===== src/rtl/sbit_pkg.sv =====
package sbit_pkg;

    localparam int unsigned SBIT_XLEN = 64;
    localparam int unsigned SBIT_IDXW = $clog2(SBIT_XLEN);

    typedef enum logic [1:0] {
        SBIT_OP_SET = 2'b00,
        SBIT_OP_CLR = 2'b01,
        SBIT_OP_INV = 2'b10,
        SBIT_OP_EXT = 2'b11
    } sbit_op_e;

endpackage


===== src/rtl/sbit_index_sel.sv =====
module sbit_index_sel #(
    parameter int unsigned XLEN = 64,
    parameter int unsigned IDXW = $clog2(XLEN)
) (
    input  logic [XLEN-1:0] reg_src_i,
    input  logic [IDXW-1:0] imm_src_i,
    input  logic            use_imm_i,
    output logic [IDXW-1:0] idx_o
);

    // Only the low IDXW bits of the register source matter: wrap modulo XLEN.
    logic [IDXW-1:0] reg_idx;
    assign reg_idx = reg_src_i[IDXW-1:0];

    always_comb begin
        if (use_imm_i) idx_o = imm_src_i;
        else           idx_o = reg_idx;
    end

endmodule


===== src/rtl/sbit_mask_dec.sv =====
module sbit_mask_dec #(
    parameter int unsigned XLEN = 64,
    parameter int unsigned IDXW = $clog2(XLEN)
) (
    input  logic [IDXW-1:0] idx_i,
    output logic [XLEN-1:0] onehot_o
);

    for (genvar g = 0; g < XLEN; g++) begin : g_dec
        assign onehot_o[g] = (idx_i == IDXW'(g));
    end

endmodule


===== src/rtl/sbit_extract.sv =====
module sbit_extract #(
    parameter int unsigned XLEN = 64
) (
    input  logic [XLEN-1:0] word_i,
    input  logic [XLEN-1:0] onehot_i,
    output logic            bit_o
);

    // AND-OR reduction against the shared mask replaces a right shifter.
    assign bit_o = |(word_i & onehot_i);

endmodule


===== src/rtl/sbit_unit.sv =====
module sbit_unit
    import sbit_pkg::*;
#(
    parameter int unsigned XLEN = SBIT_XLEN,
    parameter int unsigned IDXW = $clog2(XLEN)
) (
    input  logic [XLEN-1:0] rs1_i,
    input  logic [XLEN-1:0] rs2_i,
    input  logic [IDXW-1:0] imm_i,
    input  logic            idx_imm_i,
    input  logic [1:0]      op_i,
    output logic [XLEN-1:0] result_o
);

    logic [IDXW-1:0] idx_w;
    logic [XLEN-1:0] mask_w;
    logic            ext_bit_w;
    sbit_op_e        op_w;

    assign op_w = sbit_op_e'(op_i);

    sbit_index_sel #(.XLEN(XLEN), .IDXW(IDXW)) u_sel (
        .reg_src_i (rs2_i),
        .imm_src_i (imm_i),
        .use_imm_i (idx_imm_i),
        .idx_o     (idx_w)
    );

    sbit_mask_dec #(.XLEN(XLEN), .IDXW(IDXW)) u_dec (
        .idx_i    (idx_w),
        .onehot_o (mask_w)
    );

    sbit_extract #(.XLEN(XLEN)) u_ext (
        .word_i   (rs1_i),
        .onehot_i (mask_w),
        .bit_o    (ext_bit_w)
    );

    for (genvar g = 0; g < XLEN; g++) begin : g_lane
        always_comb begin
            unique case (op_w)
                SBIT_OP_SET: result_o[g] = rs1_i[g] | mask_w[g];
                SBIT_OP_CLR: result_o[g] = rs1_i[g] & ~mask_w[g];
                SBIT_OP_INV: result_o[g] = rs1_i[g] ^ mask_w[g];
                SBIT_OP_EXT: result_o[g] = (g == 0) ? ext_bit_w : 1'b0;
                default:     result_o[g] = 1'b0;
            endcase
        end
    end

endmodule


===== config.mk =====
export PLATFORM = sky130hd
export DESIGN_NAME = sbit_unit
export DESIGN_NICKNAME = d
export VERILOG_FILES = /design/src/rtl/sbit_pkg.sv /design/src/rtl/sbit_index_sel.sv /design/src/rtl/sbit_mask_dec.sv /design/src/rtl/sbit_extract.sv /design/src/rtl/sbit_unit.sv
export SDC_FILE = /design/constraint.sdc
export NUM_CORES = 1
export LEC_CHECK = 0
export BUFFER_PORTS_ARGS = -buffer_cell sky130_fd_sc_hd__buf_4
export CORE_ASPECT_RATIO = 2
export CORE_MARGIN = 3
export CORE_UTILIZATION = 35
export DETAILED_ROUTE_END_ITERATION = 16
export GPL_ROUTABILITY_DRIVEN = 0
export GPL_TIMING_DRIVEN = 0
export SLEW_MARGIN = 20
export SYNTH_ARGS = -nofsm -noshare
export SYNTH_HDL_FRONTEND = slang
export SYNTH_SLANG_ARGS = --single-unit

===== constraint.sdc =====
create_clock -name vclk -period 3.7
set_clock_uncertainty 0.2 [all_clocks]
set_input_delay 0.37 -clock vclk [all_inputs]
set_output_delay 0.37 -clock vclk [all_outputs]
set_load 0.03 [all_outputs]

# Yosys cells after proc, flatten, opt, wreduce, memory -nomap -nowiden
# Cells that the tools add are included.
# classes
n_eq_ne	66
muxes	65
n_bitwise	257
reduce_logical	3
# op_table
cell	count
$pmux 1 s4	64
$eq 6x6->1 const B	32
$eq 6x5->1 const B	16
$and 1x1->1	64
$and 64x64->64	1
$not 1->1	64
$or 1x1->1	64
$reduce_or 64->1	1
$xor 1x1->1	64
$eq 6x4->1 const B	8
$eq 6x3->1 const B	4
$eq 6x2->1 const B	2
$eq 6x1->1 const B	1
$logic_not 6->1	1
$mux 6	1
$eq 2x2->1 const B	2
$eq 2x1->1 const B	1
$logic_not 2->1	1
# word_totals
reg_bits	0
inputBits	137
output_inout_bits	64
wordCells	391

# Logic depth before layout (Yosys ltp)
# depth
ltp_word	5
mapped_depth	11
ltp_nobuf	9

# Hierarchy
# From an unflattened synthesis, not the netlist that was laid out.
# hier_totals
hier_cells	678
area_unflattened_um2	5321.4
# by_module_without_submodules
module	instances	cells_each	area_per_inst_um2	seq_area_each_um2
sbit_unit	1	539	4395.5	0.0
sbit_mask_dec	1	95	461.7	0.0
sbit_extract	1	37	362.8	0.0
sbit_index_sel	1	7	101.3	0.0

# Worst setup path after synthesis
# No wires, ideal clock.
# synth_timing
kind	input to output
start	input idx_imm_i
end	output result_o[0]
arrival_ps	2334
path_slack_ps	796
stages	10
path_buffers	2
path_cell_list	buf_6 -> and2b_1 -> a22oi_4 -> buf_2 -> nor2_1 -> ha_1 -> nor4_1 -> nand4_1 -> nor4_1 -> o221ai_1
# synth_via
elab_chain_len	5
word_cells_on_any_way	72
classes_between	63 x eq/ne; 2 x mux; 5 x bitwise; 2 x reduce/logical
# synth_lines
element	line	source
from (decl)	sbit_unit.sv:10	input logic idx_imm_i,
$mux 6 *	sbit_index_sel.sv:16	if (use_imm_i) idx_o = imm_src_i;
$eq 6x1->1 (tied with other cells)	sbit_mask_dec.sv:10	assign onehot_o[g] = (idx_i == IDXW'(g));
$and 64x64->64 / $not 1->1 (equally long branches)	sbit_extract.sv:10, sbit_unit.sv:44	
$reduce_or 64->1 / $and 1x1->1 (equally long branches)	sbit_extract.sv:10, sbit_unit.sv:44	
$pmux 1 s4 *	sbit_unit.sv:42	unique case (op_w)
to (decl)	sbit_unit.sv:12	output logic [XLEN-1:0] result_o
# Mark *: on every way between the ends. The rest lies on a longest branch, timed or not.

# Worst setup path after layout
# Same ends and word-level chain as after synthesis.

==> run_results.csv <==
group,metric,value,unit
drt,route.vias.total,5541,
floorplanning,die_h,181,um
finish,layout-drive-gt1-share,21.5,%
floorplanning,die_area,17000,um2
run_status,result_of_the_run,"finished clean",
power,combPwrFrac,100.0,%
timing,hold_ws,1030,ps
grt,pin_count_of_the_biggest_net_entering_global_routing,11,
grt,number_of_global_route_vias_before_repair,5405,
grt,global_route.overflow_total,0,
drt,antenna_left,0,
timing,post-route-period-util,97.8,%
power,total_leakage_power,3.46,nW
hold_path,hold_path.class,"in2out",
timing,slew_at_the_pin_closest_to_its_max_slew_limit,791,ps
setup_path,kind_of_launch_point_of_the_worst_setup_path,"input pin",
setup_path,worstSetupPathType,"in2out",
timing,timing.final.crit_period,3620,ps
finish,regArea,0,um2
finish,finish.instance_area,6650,um2
setup_path,worst-path-max-fanout,10,
floorplanning,core_area,15000,um2
synthesis,synth.cell_area,5380,um2
timing,hold_violations,0,
placed_design,port-buffer-count,136,
synthesis,post_synth.cell_area_avg,6.90,um2
drt,routedWlPerCell,17.6,um
timing,report.final.setup_viol,0,
synthesis,netlist_instances,780,
clock_network,holdBufCountCts,0,
placed_design,detailed_place.area,6650,um2
finish,syn_to_final_growth,23.6,%
floorplanning,rows,63,
floorplanning,ioPinCount,201,
synthesis,synth.yosys.warnings,0,
power,swShare,63.4,%
synthesis,post_synth_num_cell_types,34,
timing,max_freq,0.276,GHz
finish,n_clock_buffer,0,
power,power-per-cell-area,111,nW/um2
synthesis,synth_sequential_area_ratio,0,%
drt,detail_route.vias_per_cell,4.98,
power,power.share.sequential,0,%
clock_network,cts-resized-gates,0,
floorplanning,die_w,93.7,um
power,power,0.000738,W
synthesis,synthesis.nets,1109,
power,power.switching,0.000468,W
finish,fin_nets,1247,
finish,area_of_the_multi_input_gates,4850,um2
timing,tns,0,ps
timing,drv_slew,0,
timing,slew_headroom,47.3,%
timing,rsz0062_at_grt,"false",
run,max_cap_violations,0,
grt,global_route_wire_length_before_repair,29.5,mm
power,ir_drop,0.0617,mV
floorplanning,initial_utilization,35.9,%
grt,initial_antenna_violation_count,1,
drt,drt_wl_total,19.6,mm
finish,nFlopsAndLatches,0,
power,internal-power,0.000270,W
clock_network,post_cts_setup_buffers,0,
setup_path,critPathArrivalTime,3050,ps
power,pwr-share-clk,0,%
drt,remaining_drc_errors,0,
placed_design,hpwlAfterDp,16.5,mm
grt,globalRouteTotalUtil,22.2,%
setup_path,cp.required,3130,ps
setup_path,setup.worst_path.end_class,"primary output",
drt,drt_first_iter_violations,370,
drt,drt-pass1-iter-count,4,
finish,fillers,1654,
[cells in the final DEF (no fill, tap or decap), types with 2 or more instances in the layout]
cell type / count
sky130_fd_sc_hd__nor2_4: 8
sky130_fd_sc_hd__o32a_1: 2
sky130_fd_sc_hd__nor2_2: 5
sky130_fd_sc_hd__o22ai_2: 3
sky130_fd_sc_hd__a32oi_2: 3
sky130_fd_sc_hd__clkbuf_1: 12
sky130_fd_sc_hd__a22o_1: 2
sky130_fd_sc_hd__o32ai_4: 3
sky130_fd_sc_hd__buf_6: 2
sky130_fd_sc_hd__o22a_4: 2
sky130_fd_sc_hd__o21ai_0: 63
sky130_fd_sc_hd__a21oi_1: 46
sky130_fd_sc_hd__inv_1: 82
sky130_fd_sc_hd__a32o_1: 3
sky130_fd_sc_hd__buf_4: 137
sky130_fd_sc_hd__nand2_2: 2
sky130_fd_sc_hd__nand4_1: 4
sky130_fd_sc_hd__nand2_1: 146
sky130_fd_sc_hd__nor4_1: 17
sky130_fd_sc_hd__a22oi_4: 3
sky130_fd_sc_hd__nor2_1: 116
sky130_fd_sc_hd__buf_2: 26
sky130_fd_sc_hd__mux2i_1: 18
sky130_fd_sc_hd__ha_1: 192
sky130_fd_sc_hd__and2b_1: 3
sky130_fd_sc_hd__nor2b_1: 4
sky130_fd_sc_hd__nand2b_1: 5
[per-layer routing]
metal | routed length, um | track usage, % | vias up | share of wire, %
met3 | 1050 | 0.958 | 41 | 5.4
met1 | 7190 | 24.7 | 2530 | 37
met4 | 994 | 8.39 | 0 | 5.1
met5 | 0 | 0 | - | 0
li1 | - | - | 2792 | -
met2 | 10400 | 42.8 | 178 | 53
[per-stage QoR]
step / util [%] / std cells / worst slack (ps)
2_1_floorplan: - / 780 / 796
3_5_place_dp: 44.4 / 1111 / 125
4_1_cts: 44.4 / 1111 / 124
6_report: 44.4 / 1112 / 83.1
5_1_grt: 44.4 / 1112 / 37.4
3_3_place_gp: 44.4 / 1111 / 153
[power by group through the flow]
| stage | combinational [W] | clock, W | sequential (W) |
|---|---|---|---|
| floorplan | 0.000437 | 0 | 0 |
| global placement | 0.000731 | 0 | 0 |
| detailed placement | 0.000737 | 0 | 0 |
| CTS | 0.000740 | 0 | 0 |
| global route | 0.000802 | 0.0000000000363 | 0 |
| finish | 0.000738 | 0.0000000000362 | 0 |
[critical path: stages]
cell	delay (ps)
sky130_fd_sc_hd__buf_4	120
sky130_fd_sc_hd__buf_4	170
sky130_fd_sc_hd__and2b_1	200
sky130_fd_sc_hd__a22o_1	300
sky130_fd_sc_hd__nand2_1	200
sky130_fd_sc_hd__nor2_1	90
sky130_fd_sc_hd__ha_1	180
sky130_fd_sc_hd__nor4_1	470
sky130_fd_sc_hd__nand4_1	210
sky130_fd_sc_hd__nor4_1	290
sky130_fd_sc_hd__o221ai_1	210
sky130_fd_sc_hd__buf_4	230
[cells in the mapped netlist, types with 8 or more instances]
| library cell | count | area share (%) |
|---|---|---|
| sky130_fd_sc_hd__inv_1 | 82 | 5.7 |
| sky130_fd_sc_hd__nor4_1 | 17 | 2.0 |
| sky130_fd_sc_hd__mux2i_1 | 18 | 3.3 |
| sky130_fd_sc_hd__o21ai_0 | 63 | 5.9 |
| sky130_fd_sc_hd__nor2_1 | 116 | 8.1 |
| sky130_fd_sc_hd__buf_2 | 26 | 2.4 |
| sky130_fd_sc_hd__ha_1 | 192 | 45 |
| sky130_fd_sc_hd__nor2_4 | 8 | 1.7 |
| sky130_fd_sc_hd__a21oi_1 | 46 | 4.3 |
| sky130_fd_sc_hd__nand2_1 | 146 | 10 |
| sky130_fd_sc_hd__clkbuf_1 | 12 | 0.84 |
[cell families (layout without fill, tap and decap cells)]
| group | after synthesis | after routing | share of synthesized area (%) |
|---|---|---|---|
| adder cells (fa/ha/maj) | 192 | 192 | 44.7 |
| AO/OA/AOI/OAI | 134 | 134 | 17.3 |
| AND/OR/NAND/NOR | 311 | 311 | 24.8 |
| multiplexers | 18 | 18 | 3.35 |
| buffers and inverters | 125 | 261 | 9.88 |
| other | 0 | 1 | 0 |
[final cells by class]
type	instances	area share [%]
Multi-Input combinational cell	655	72.9
Antenna cell	1	0.0376
Inverter	82	4.63
Tap cell	195	3.67
Timing Repair Buffer	136	15.4
Buffer	43	3.37
[final timing paths]
check	startpoint	depth (start not counted)	slack, ps	endpoint
worst max-delay path	idx_imm_i	12	80	result_o[0]
worst min-delay path	rs1_i[34]	5	1030	result_o[34]
Power figures use the tool's default switching activity.
